[config.mk]
export PLATFORM = sky130hd
export DESIGN_NAME = wburst_sched
export DESIGN_NICKNAME = d
export VERILOG_FILES = /design/src/rtl/wbs_pkg.sv /design/src/rtl/wbs_ctrl.sv /design/src/rtl/wbs_datapath.sv /design/src/rtl/wburst_sched.sv
export SDC_FILE = /design/constraint.sdc
export NUM_CORES = 1
export LEC_CHECK = 0
export ABC_AREA = 1
export ABC_CLOCK_PERIOD_IN_PS = 2200
export BUFFER_PORTS_ARGS = -buffer_cell sky130_fd_sc_hd__buf_2
export CORE_AREA = 10 10 159 161
export CTS_BUF_LIST = sky130_fd_sc_hd__clkbuf_8 sky130_fd_sc_hd__clkbuf_16
export DETAILED_ROUTE_END_ITERATION = 10
export DIE_AREA = 0 0 169 171
export PLACE_DENSITY = 0.58
export SYNTH_ARGS = -nofsm -noshare
export SYNTH_HDL_FRONTEND = slang
export SYNTH_SLANG_ARGS = --single-unit
[constraint.sdc]
create_clock -name clk -period 2.2 [get_ports clk]
set_input_delay 0 -clock clk [delete_from_list [all_inputs] [get_ports clk]]
set_output_delay 0 -clock clk [all_outputs]
set_load 0.03 [all_outputs]
[src/rtl/wbs_pkg.sv]
`timescale 1ns/1ps
package wbs_pkg;
  typedef enum logic [1:0] {
    REQ_WRITE = 2'd0,
    REQ_READ  = 2'd1,
    REQ_PRE   = 2'd2,
    REQ_ACT   = 2'd3
  } reqKind_e;

  typedef struct packed {
    logic issueWr;
    logic issueRd;
    logic issuePre;
    logic issueAct;
  } strobe_t;

  // {csN, rasN, casN, weN}
  localparam logic [3:0] PIN_NOP = 4'b0111;
  localparam logic [3:0] PIN_ACT = 4'b0011;
  localparam logic [3:0] PIN_RD  = 4'b0101;
  localparam logic [3:0] PIN_WR  = 4'b0100;
  localparam logic [3:0] PIN_PRE = 4'b0010;

  function automatic int ceilDiv(input int num, input int den);
    return (num + den - 1) / den;
  endfunction
endpackage

[src/rtl/wbs_ctrl.sv]
`timescale 1ns/1ps
module wbs_ctrl
  import wbs_pkg::*;
#(
  parameter int BURST   = 4,
  parameter int CAS_LAT = 2,
  parameter int WR_CYC  = 4,
  parameter int RP_CYC  = 5,
  parameter int BEAT_W  = 3
) (
  input  logic              clk,
  input  logic              rstN,
  input  logic              reqValid,
  input  logic [1:0]        reqKind,
  input  logic [BEAT_W-1:0] reqBeats,
  output logic              reqReady,
  output strobe_t           strobe,
  output logic [BEAT_W-1:0] beatsEff
);
  localparam int RD_HOLD  = CAS_LAT + BURST - 1;
  localparam int PRE_HOLD = BURST + WR_CYC - 2;
  localparam int ACT_HOLD = RP_CYC - 1;
  localparam int HOLD_A   = (RD_HOLD > PRE_HOLD) ? RD_HOLD : PRE_HOLD;
  localparam int HOLD_MAX = (HOLD_A > ACT_HOLD) ? HOLD_A : ACT_HOLD;
  localparam int CNT_W    = $clog2(HOLD_MAX + 2);

  logic [CNT_W-1:0] rwCnt, preCnt, actCnt;
  logic [CNT_W-1:0] rwDec, preDec, actDec;
  logic             fire;
  reqKind_e         kind;

  assign kind = reqKind_e'(reqKind);

  always_comb begin
    if (reqBeats == '0 || int'(reqBeats) > BURST) beatsEff = BEAT_W'(BURST);
    else                                           beatsEff = reqBeats;
  end

  assign rwDec  = (rwCnt  != '0) ? rwCnt  - 1'b1 : '0;
  assign preDec = (preCnt != '0) ? preCnt - 1'b1 : '0;
  assign actDec = (actCnt != '0) ? actCnt - 1'b1 : '0;

  always_comb begin
    unique case (kind)
      REQ_WRITE, REQ_READ: reqReady = (rwCnt == '0);
      REQ_PRE:             reqReady = (preCnt == '0);
      default:             reqReady = (actCnt == '0) && (rwCnt == '0);
    endcase
  end

  assign fire            = reqValid && reqReady;
  assign strobe.issueWr  = fire && (kind == REQ_WRITE);
  assign strobe.issueRd  = fire && (kind == REQ_READ);
  assign strobe.issuePre = fire && (kind == REQ_PRE);
  assign strobe.issueAct = fire && (kind == REQ_ACT);

  always_ff @(posedge clk) begin
    if (!rstN) begin
      rwCnt  <= '0;
      preCnt <= '0;
      actCnt <= '0;
    end else begin
      rwCnt  <= rwDec;
      preCnt <= preDec;
      actCnt <= actDec;
      if (strobe.issueWr) begin
        rwCnt  <= CNT_W'(int'(beatsEff) - 1);
        preCnt <= CNT_W'(int'(beatsEff) + WR_CYC - 2);
      end
      if (strobe.issueRd) begin
        rwCnt <= CNT_W'(RD_HOLD);
        if (int'(preDec) < RD_HOLD) preCnt <= CNT_W'(RD_HOLD);
      end
      if (strobe.issuePre) actCnt <= CNT_W'(ACT_HOLD);
    end
  end

  // Spacing observer: cycles since the latest accepted WRITE
  localparam int SINCE_MAX = BURST + WR_CYC;
  localparam int SINCE_W   = $clog2(SINCE_MAX + 1);
  logic [SINCE_W-1:0] sinceWr;
  logic               wrSeen;
  logic [BEAT_W-1:0]  lastBeats;

  always_ff @(posedge clk) begin
    if (!rstN) begin
      sinceWr   <= '0;
      wrSeen    <= 1'b0;
      lastBeats <= '0;
    end else if (strobe.issueWr) begin
      sinceWr   <= SINCE_W'(1);
      wrSeen    <= 1'b1;
      lastBeats <= beatsEff;
    end else if (int'(sinceWr) < SINCE_MAX) begin
      sinceWr <= sinceWr + 1'b1;
    end
  end

  assert_rw_gap_R4: assert property (@(posedge clk) disable iff (!rstN)
    ((strobe.issueWr || strobe.issueRd) && wrSeen) |-> (int'(sinceWr) >= int'(lastBeats)));

  assert_pre_gap_R6: assert property (@(posedge clk) disable iff (!rstN)
    (strobe.issuePre && wrSeen) |-> (int'(sinceWr) >= int'(lastBeats) - 1 + WR_CYC));

  assert_single_issue_R3: assert property (@(posedge clk) disable iff (!rstN)
    $onehot0(strobe));
endmodule

[src/rtl/wbs_datapath.sv]
`timescale 1ns/1ps
module wbs_datapath
  import wbs_pkg::*;
#(
  parameter int DQ_W   = 32,
  parameter int BYTES  = 4,
  parameter int BURST  = 4,
  parameter int BANK_W = 2,
  parameter int ROW_W  = 12,
  parameter int COL_W  = 8,
  parameter int AP_BIT = 10,
  parameter int BEAT_W = 3
) (
  input  logic                  clk,
  input  logic                  rstN,
  input  strobe_t               strobe,
  input  logic [BANK_W-1:0]     reqBank,
  input  logic [ROW_W-1:0]      reqRow,
  input  logic [COL_W-1:0]      reqCol,
  input  logic                  reqAllBanks,
  input  logic [BURST*DQ_W-1:0] reqData,
  input  logic [BEAT_W-1:0]     beatsEff,
  output logic [3:0]            pinCmd,
  output logic [BANK_W-1:0]     sdBa,
  output logic [ROW_W-1:0]      sdAddr,
  output logic [DQ_W-1:0]       sdDqOut,
  output logic                  sdDqOe,
  output logic [BYTES-1:0]      sdDqm
);
  localparam int PEND_W = (BURST - 1) * DQ_W;

  logic [3:0]        cmdNext;
  logic [ROW_W-1:0]  addrNext;
  logic [BANK_W-1:0] baNext;
  logic [PEND_W-1:0] pending;
  logic [BEAT_W-1:0] left;
  logic              maskBit;
  logic              tailArmed;

  always_comb begin
    cmdNext  = PIN_NOP;
    addrNext = '0;
    baNext   = sdBa;
    if (strobe.issueWr) begin
      cmdNext               = PIN_WR;
      addrNext[COL_W-1:0]   = reqCol;
      baNext                = reqBank;
    end else if (strobe.issueRd) begin
      cmdNext               = PIN_RD;
      addrNext[COL_W-1:0]   = reqCol;
      baNext                = reqBank;
    end else if (strobe.issuePre) begin
      cmdNext               = PIN_PRE;
      addrNext[AP_BIT]      = reqAllBanks;
      baNext                = reqBank;
    end else if (strobe.issueAct) begin
      cmdNext               = PIN_ACT;
      addrNext              = reqRow;
      baNext                = reqBank;
    end
  end

  always_ff @(posedge clk) begin
    if (!rstN) begin
      pinCmd    <= PIN_NOP;
      sdBa      <= '0;
      sdAddr    <= '0;
      sdDqOut   <= '0;
      sdDqOe    <= 1'b0;
      maskBit   <= 1'b0;
      left      <= '0;
      tailArmed <= 1'b0;
      pending   <= '0;
    end else begin
      pinCmd <= cmdNext;
      sdBa   <= baNext;
      sdAddr <= addrNext;
      if (strobe.issueWr) begin
        sdDqOut   <= reqData[DQ_W-1:0];
        pending   <= reqData[BURST*DQ_W-1:DQ_W];
        left      <= beatsEff - 1'b1;
        sdDqOe    <= 1'b1;
        maskBit   <= 1'b0;
        tailArmed <= 1'b1;
      end else if (strobe.issueRd || strobe.issueAct) begin
        sdDqOut   <= '0;
        left      <= '0;
        sdDqOe    <= 1'b0;
        maskBit   <= 1'b0;
        tailArmed <= 1'b0;
      end else if (strobe.issuePre) begin
        sdDqOut   <= '0;
        left      <= '0;
        sdDqOe    <= 1'b0;
        maskBit   <= tailArmed;
        tailArmed <= 1'b0;
      end else if (left != '0) begin
        sdDqOut <= pending[DQ_W-1:0];
        pending <= pending >> DQ_W;
        left    <= left - 1'b1;
        sdDqOe  <= 1'b1;
        maskBit <= 1'b0;
      end else begin
        sdDqOut <= '0;
        sdDqOe  <= 1'b0;
        maskBit <= tailArmed;
      end
    end
  end

  for (genvar b = 0; b < BYTES; b++) begin : gLane
    assign sdDqm[b] = maskBit;
  end

  assert_rd_release_R5: assert property (@(posedge clk) disable iff (!rstN)
    (pinCmd == PIN_RD) |-> !sdDqOe);

  assert_wr_first_beat_R2: assert property (@(posedge clk) disable iff (!rstN)
    (pinCmd == PIN_WR) |-> (sdDqOe && !maskBit));

  assert_pre_masked_R7: assert property (@(posedge clk) disable iff (!rstN)
    ((pinCmd == PIN_PRE) && $past(maskBit)) |-> maskBit);

  assert_idle_nop_R3: assert property (@(posedge clk) disable iff (!rstN)
    !$past(|strobe) |-> (pinCmd == PIN_NOP));
endmodule

[src/rtl/wburst_sched.sv]
`timescale 1ns/1ps
module wburst_sched
  import wbs_pkg::*;
#(
  parameter int DQ_W    = 32,
  parameter int BURST   = 4,
  parameter int BANK_W  = 2,
  parameter int ROW_W   = 12,
  parameter int COL_W   = 8,
  parameter int AP_BIT  = 10,
  parameter int CAS_LAT = 2,
  parameter int T_CK_PS = 4000,
  parameter int T_WR_PS = 15000,
  parameter int T_RP_PS = 18000
) (
  input  logic                         clk,
  input  logic                         rstN,
  input  logic                         reqValid,
  output logic                         reqReady,
  input  logic [1:0]                   reqKind,
  input  logic [BANK_W-1:0]            reqBank,
  input  logic [ROW_W-1:0]             reqRow,
  input  logic [COL_W-1:0]             reqCol,
  input  logic                         reqAllBanks,
  input  logic [$clog2(BURST+1)-1:0]   reqBeats,
  input  logic [BURST*DQ_W-1:0]        reqData,
  output logic                         sdCsN,
  output logic                         sdRasN,
  output logic                         sdCasN,
  output logic                         sdWeN,
  output logic [BANK_W-1:0]            sdBa,
  output logic [ROW_W-1:0]             sdAddr,
  output logic [DQ_W-1:0]              sdDqOut,
  output logic                         sdDqOe,
  output logic [DQ_W/8-1:0]            sdDqm
);
  localparam int BYTES  = DQ_W / 8;
  localparam int BEAT_W = $clog2(BURST + 1);
  localparam int WR_CYC = ceilDiv(T_WR_PS, T_CK_PS);
  localparam int RP_CYC = ceilDiv(T_RP_PS, T_CK_PS);

  strobe_t           strobe;
  logic [BEAT_W-1:0] beatsEff;
  logic [3:0]        pinCmd;

  wbs_ctrl #(
    .BURST(BURST), .CAS_LAT(CAS_LAT), .WR_CYC(WR_CYC), .RP_CYC(RP_CYC), .BEAT_W(BEAT_W)
  ) ctrl_i (
    .clk(clk), .rstN(rstN), .reqValid(reqValid), .reqKind(reqKind), .reqBeats(reqBeats),
    .reqReady(reqReady), .strobe(strobe), .beatsEff(beatsEff)
  );

  wbs_datapath #(
    .DQ_W(DQ_W), .BYTES(BYTES), .BURST(BURST), .BANK_W(BANK_W), .ROW_W(ROW_W),
    .COL_W(COL_W), .AP_BIT(AP_BIT), .BEAT_W(BEAT_W)
  ) dp_i (
    .clk(clk), .rstN(rstN), .strobe(strobe), .reqBank(reqBank), .reqRow(reqRow),
    .reqCol(reqCol), .reqAllBanks(reqAllBanks), .reqData(reqData), .beatsEff(beatsEff),
    .pinCmd(pinCmd), .sdBa(sdBa), .sdAddr(sdAddr), .sdDqOut(sdDqOut), .sdDqOe(sdDqOe),
    .sdDqm(sdDqm)
  );

  assign {sdCsN, sdRasN, sdCasN, sdWeN} = pinCmd;
endmodule

==> results of run 1 <==
==> repair_timing <==
item | CTS | global route
setup endpoints to repair | 0 | 13
hold endpoints to repair | 149 | 0
gates resized for setup | 0 | 2
hold buffers | 155 | 0
buffers inserted | 0 | 0
==> placed cells by master, fill, tap and decap left out, types with 4 or more instances in the layout <==
| master | count |
|---|---|
| buf_12 | 8 |
| buf_2 | 212 |
| nand3_1 | 215 |
| diode_2 | 4 |
| inv_2 | 4 |
| nand3b_1 | 32 |
| o21ai_0 | 5 |
| clkbuf_16 | 18 |
| nand4_1 | 13 |
| buf_4 | 20 |
| dlygate4sd3_1 | 155 |
| o211ai_1 | 32 |
| nand2_1 | 112 |
| ha_1 | 9 |
| inv_1 | 158 |
| nor2_1 | 140 |
| a21oi_1 | 106 |
| dfxtp_1 | 160 |
==> worst max-delay path: stages, from the launching register on <==
cell     delay, ps
dfxtp_1        330
inv_1           40
ha_1           200
ha_1           190
inv_1           60
nand2_1         60
nand2_1         60
nand2_1         80
nand3_4        120
buf_6          300
nand2_1        130
nand2_1        100
o21ai_0         80
nand2_1         80
inv_1           30
==> kinds of logic (layout without fill, tap and decap cells) <==
family                     after synthesis  after routing  share of synthesized area, %
and+or+nand+nor                        523            523                          31.9
other                                    1              5                        0.0493
DFF                                    160            160                          42.1
buffers and inverters                  253            588                          13.6
adders and majority gates                9              9                          1.48
xor gates and xnor gates                 2              2                         0.230
AOI/OAI and AO/OA                      145            145                          10.6
==> per-stage QoR <==
stage | worst slack [ps] | power [mW]
6_report | 220 | 11.4
5_1_grt | 12.4 | 12.3
3_3_place_gp | 152 | 8.39
2_1_floorplan | 306 | 7.20
3_5_place_dp | 151 | 8.41
4_1_cts | 101 | 11.5
==> synth_stat cells <==
cell	number	area (µm²)
clkbuf_1	47	176
nor2_2	2	12.5
buf_4	8	60.1
conb_1	1	3.75
or2_2	2	12.5
o21ai_1	2	10.0
nand3b_1	32	240
nor2_4	1	11.3
inv_1	154	578
a21oi_1	106	531
buf_2	34	170
buf_6	2	22.5
ha_1	9	113
nor2_1	140	526
buf_1	3	11.3
nand2_2	1	6.26
o211ai_1	32	240
dfxtp_1	160	3200
nand3_2	1	10.0
nand3_1	216	1080
inv_2	5	18.8
nand2_1	112	420
nand4_1	13	81.3
o21ai_0	5	25.0
nand2_4	1	11.3
or2_1	2	12.5
xnor2_1	2	17.5
==> sequential cells by signal, summed over array words and instances, names as in the netlist <==
register / cells
dp_i.left: 3
dp_i.tailArmed: 1
dp_i.pending: 96
dp_i.sdDqOut: 32
dp_i.pinCmd: 3
dp_i.maskBit: 1
dp_i.sdBa: 2
dp_i.sdDqOe: 1
ctrl_i.actCnt: 3
dp_i.sdAddr: 12
ctrl_i.rwCnt: 3
ctrl_i.preCnt: 3
==> power by group <==
group          internal, mW  switching (mW)  total (mW)  leakage, nW
Combinational          1.84            2.80        4.64         3.50
Sequential             3.62           0.320        3.94         1.31
Clock                  1.60            1.22        2.81        0.280
==> metal layers <==
metal | track usage [%] | vias up | share of wire [%]
met5 | 0 | - | 0
met4 | 5.67 | 0 | 1.6
met3 | 4.52 | 26 | 5.8
met2 | 29.3 | 229 | 48
met1 | 21.5 | 3653 | 44
li1 | - | 4167 | -
==> path summary, 6_finish.rpt <==
check	start	to	slack (ps)	depth (start not counted)
max reg2reg	ctrl_i.actCnt[0]	dp_i.left[0]	220	14
min reg2reg	ctrl_i.actCnt[0]	ctrl_i.actCnt[0]	420	1
min	reqValid	dp_i.left[2]	40	3
max	ctrl_i.actCnt[0]	dp_i.left[0]	220	14
==> layout make-up <==
type / instances / area, µm²
flip-flops and latches: 160 / 3200
multi-input cells: 680 / 3390
fillers: 2195 / 11200
repair buffers: 397 / 2960
clock inverters: 13 / 100
diodes: 4 / 10.0
clock buffers: 19 / 453
well taps: 285 / 357
inverters: 159 / 599
==> metrics.md, run 1 <==
| Metric | Value |
|---|---|
| Status | `completed` |
| Area grow syn2layout | `45.6%` |
| Netlist cell types | `27` |
| Clk_lat worst skew | `430 ps` |
| Synthesized netlist cell count | `1093` |
| VDD IR max | `0.539 mV` |
| Worst path arrival time | `2300 ps` |
| Worst Skew | `12.4 ps` |
| Hold slack final | `41.7 ps` |
| Final WL | `26200 µm` |
| Post-detail-place hpwl | `16600 µm` |
| Lkg Pwr | `5.09 nW` |
| DIE AREA | `0.0289 mm²` |
| Max clock buf depth | `2` |
| Post-DRT Antenna Nets | `0` |
| Post-Syn Area | `0.00760 mm²` |
| Mapped Nets | `1261` |
| Worst Tran Pin Value | `622 ps` |
| Final instance count without filler cells | `1717` |
| Fin area | `0.0111 mm²` |
| Share of cells above drive strength 1 | `19.9%` |
| RSZ-0062 raised after global routing | `no` |
| Avg Inst Size Synth | `6.96 µm²` |
| DR DRC count | `0` |
| Setup TNS Final | `0 ps` |
| Final Util | `49.8%` |
| CP Class | `register to register` |
| Max Clk Rate | `0.505 GHz` |
| First-pass GRT wire length | `41600 µm` |
| Tcrit/Tclk final | `90.0%` |
| CTS Sinks | `160` |
| Dpl cells | `1525` |
| Total track usage | `17.5%` |
| Largest net degree at the start of global routing | `75` |
| CP max FO | `39` |
| FP Rows | `55` |
| Placer Congestion | `0.785` |
| Number of global-route vias before repair | `8014` |
| TritonCTS clock tree | `done` |
| Vias/cell | `4.70` |
| Setup Viol. Count Final | `0` |
| Total gr overflow | `0` |
| Max-cap viol count | `0` |
| CTS buffer count | `17` |
| Root Driver | `clkbuf_16` |
| Worst path required time | `2520 ps` |
| Via Count | `8075` |
| Cell Area, Placed | `0.00893 mm²` |
| Drt wl/cell | `15.3 µm` |
| Clk slew on worst S/H paths | `60 ps` |
| Die height | `171 µm` |
| Final hold violations | `0` |
| 1st-iter DRT viols | `380` |
| Initial Utilization | `34.2%` |
| CP endpoint kind | `register` |
| Pwr per Cell Area | `1030 mW/mm²` |
| Initial antenna violation count | `2` |
| Number of detailed-route iterations in the first pass | `5` |
| Slew HR | `58.5%` |
| #FFs+latches synth | `160` |
| Core footprint | `0.0222 mm²` |
| Post-layout min period | `1980 ps` |
| Yosys warnings | `0` |
| CP Launch Type | `register` |
| Die X | `169 µm` |
| Ports | `215` |
| Nets | `1583` |
| PortBufs | `213` |
| H-tree depth | `4` |
| Min-Delay Path Class | `primary input to register` |
| Pins Over Slew Limit | `0` |
| Sequential share of the synthesized area | `42.1%` |
No activity file was read; power rests on OpenSTA's default activity.
==> inputs of run 2 (changes only) <==
--- a/config.mk
+++ b/config.mk
@@ -10,7 +10,8 @@
 export BUFFER_PORTS_ARGS = -buffer_cell sky130_fd_sc_hd__buf_2
-export CORE_AREA = 10 10 159 161
+export CORE_AREA = 10 10 132 134
 export CTS_BUF_LIST = sky130_fd_sc_hd__clkbuf_8 sky130_fd_sc_hd__clkbuf_16
 export DETAILED_ROUTE_END_ITERATION = 10
-export DIE_AREA = 0 0 169 171
-export PLACE_DENSITY = 0.58
+export DIE_AREA = 0 0 142 144
+export HOLD_SLACK_MARGIN = 0.15
+export PLACE_DENSITY = 0.8
 export SYNTH_ARGS = -nofsm -noshare
--- a/constraint.sdc
+++ b/constraint.sdc
@@ -3,2 +3,2 @@
 set_output_delay 0 -clock clk [all_outputs]
-set_load 0.03 [all_outputs]
+set_load 0.1 [all_outputs]
==> metrics.md, run 2 (same netlist as run 1, synthesis figures left out) <==
| Metric | Value |
|---|---|
| Initial Utilization | `51.2% (+17 points)` |
| Via Count | `8552 (+5.9%)` |
| Core footprint | `0.0149 mm² (-33%)` |
| H-tree depth | `4 (unchanged)` |
| CP Launch Type | `primary input` |
| Area of the multi-input gates | `0.00340 mm² (+0.44%)` |
| VDD IR max | `0.659 mV (+22%)` |
| Setup Viol. Count Final | `0 (unchanged)` |
| Total track usage | `25.9% (+8.4 points)` |
| Total power | `12.4 mW (+8.7%)` |
| CP startpoint | `reqBeats[1]` |
| Final Util | `74.1% (+24 points)` |
| Fin area | `0.0110 mm² (-0.44%)` |
| Worst path arrival time | `2450 ps (+150 ps)` |
| PortBufs | `213 (unchanged)` |
| DIE AREA | `0.0204 mm² (-29%)` |
| Vias/cell | `5.28 (+12%)` |
| Final hold violations | `0 (unchanged)` |
| Drt wl/cell | `16.7 µm (+9.3%)` |
| Min-Delay Path Class | `primary input to register` |
| DR DRC count | `0 (unchanged)` |
| Area grow syn2layout | `44.9%` |
| Filler cell count in the final layout | `1062 (-52%)` |
| TritonCTS clock tree | `done` |
| CP endpoint kind | `register` |
| Pwr per Cell Area | `1120 mW/mm² (+9.2%)` |
| Dpl cells | `1424 (-6.6%)` |
| Clk slew on worst S/H paths | `60 ps (about the same)` |
| Ports | `215 (unchanged)` |
| Worst path required time | `2530 ps (about the same)` |
| Placer Congestion | `0.858 (+9.3%)` |
| Top reg by flops | `dp_i.pending` |
| Post-layout min period | `2120 ps (+141 ps)` |
| Biggest regs | `dp_i.pending (96), dp_i.sdDqOut (32), dp_i.sdAddr (12)` |
| CP max FO | `3 (-92%)` |
| Setup TNS Final | `0 ps (unchanged)` |
| Die height | `144 µm (-16%)` |
| Worst Tran Pin Value | `628 ps (+6.93 ps)` |
| Most frequent cells in the layout | `214 x nand3_1, 212 x buf_2, 159 x dfxtp_1, 159 x dlygate4sd3_1, 157 x inv_1` |
| Largest net degree at the start of global routing | `77 (+2.7%)` |
| CTS Sinks | `160 (unchanged)` |
| Hold_sp | `reqCol[6]` |
| Tcrit/Tclk final | `96.4% (+6.4 points)` |
| CP Class | `primary input to register` |
| Initial antenna violation count | `3 (+1)` |
| Max reg flops | `96 (unchanged)` |
| Post-DRT Antenna Nets | `0 (unchanged)` |
| Worst Skew | `8.00 ps (-4.42 ps)` |
| Number of global-route vias before repair | `8579 (+7.1%)` |
| Die X | `142 µm (-16%)` |
| First-pass GRT wire length | `43200 µm (+3.8%)` |
| Worst r2r src | `ctrl_i.actCnt[0]` |
| Final WS setup | `79.1 ps (-141 ps)` |
| Pins Over Slew Limit | `0 (unchanged)` |
| Max Clk Rate | `0.472 GHz (-6.6%)` |
| RSZ-0062 raised after global routing | `no` |
| Max clock buf depth | `2 (unchanged)` |
| Clk_lat worst skew | `430 ps (about the same)` |
| Share of cells above drive strength 1 | `19.9% (about the same)` |
| FP Rows | `45 (-18%)` |
| Post-detail-place hpwl | `14800 µm (-11%)` |
| 1st-iter DRT viols | `635 (+67%)` |
| Register area | `0.00320 mm² (about the same)` |
| Nets | `1582 (-0.063%)` |
| Cell Area, Placed | `0.00876 mm² (-1.8%)` |
| Final WL | `27100 µm (+3.2%)` |
| Hold slack final | `356 ps (+314 ps)` |
| Total gr overflow | `0 (unchanged)` |
| Status | `completed` |
| Root Driver | `clkbuf_16` |
| Final instance count without filler cells | `1621 (-5.6%)` |
| Pre-CTS setup slack | `174 ps (+23.3 ps)` |
| Number of detailed-route iterations in the first pass | `5 (unchanged)` |
| Slew HR | `58.0% (-0.46 points)` |
| Max-cap viol count | `0 (unchanged)` |
| Commonest non-fill, non-tap cell in the layout | `nand3_1` |
| Lkg Pwr | `5.10 nW (+0.21%)` |
| CTS buffer count | `17 (unchanged)` |
==> run 2: cell types whose count changed in the layout (fill, tap and decap cells not counted), moves of 2 or more <==
cell,before,now
bufinv_16,1,4
nand2_1,112,110
clkinv_4,2,0
diode_2,4,6
buf_4,20,17
dlygate4sd3_1,155,159
==> run 2: worst max-delay path, stage by stage <==
cell and delay [ps]:
dlygate4sd3_1 550, buf_2 150, or2_2 300, ha_1 270, inv_1 90, nand2_2 80, nand2_1 70, nand2_1 60
nand4_1 100, dlygate4sd3_1 570, nand3_1 90, nand2_1 80, inv_1 40
==> run 2: path summary, 6_finish.rpt <==
| path | end | slack [ps] | depth (start not counted) |
|---|---|---|---|
| max | ctrl_i.preCnt[2] | 80 | 13 |
| min | dp_i.sdAddr[6] | 360 | 4 |
| max reg2reg | ctrl_i.preCnt[2] | 150 | 12 |
| min reg2reg | ctrl_i.actCnt[0] | 400 | 1 |
==> run 2: area by class of cell <==
class / instances / share of cell area, %
Antenna cell: 6 / 0.136
Clock buffer: 20 / 4.23
Sequential cell: 160 / 29.1
Multi-Input combinational cell: 680 / 30.9
Timing Repair Buffer: 396 / 26.6
Tap cell: 188 / 2.13
Clock inverter: 12 / 1.51
Inverter: 159 / 5.43
==> run 2: layer usage <==
layer	up-vias	GRT usage, %	wire length [µm]
li1	4156	-	-
met1	3900	29.2	10600
met2	405	44.1	13400
met3	91	6.30	1900
met4	0	14.1	1100
met5	-	0	0
==> run 2: timing repair <==
item / in CTS / in global routing
endpoints found under the setup margin: 0 / 11
hold buffers: 159 / 0
buffers inserted: 0 / 0
endpoints found under the hold margin: 155 / 0
resized for setup: 0 / 6
==> run 2: where the power goes <==
part	leakage [nW]	switching, mW	internal (mW)	total, mW
sequential	1.31	0.328	3.62	3.95
clock	0.308	1.15	1.97	3.13
combinational	3.49	3.48	1.82	5.30
total	5.10	4.96	7.42	12.4
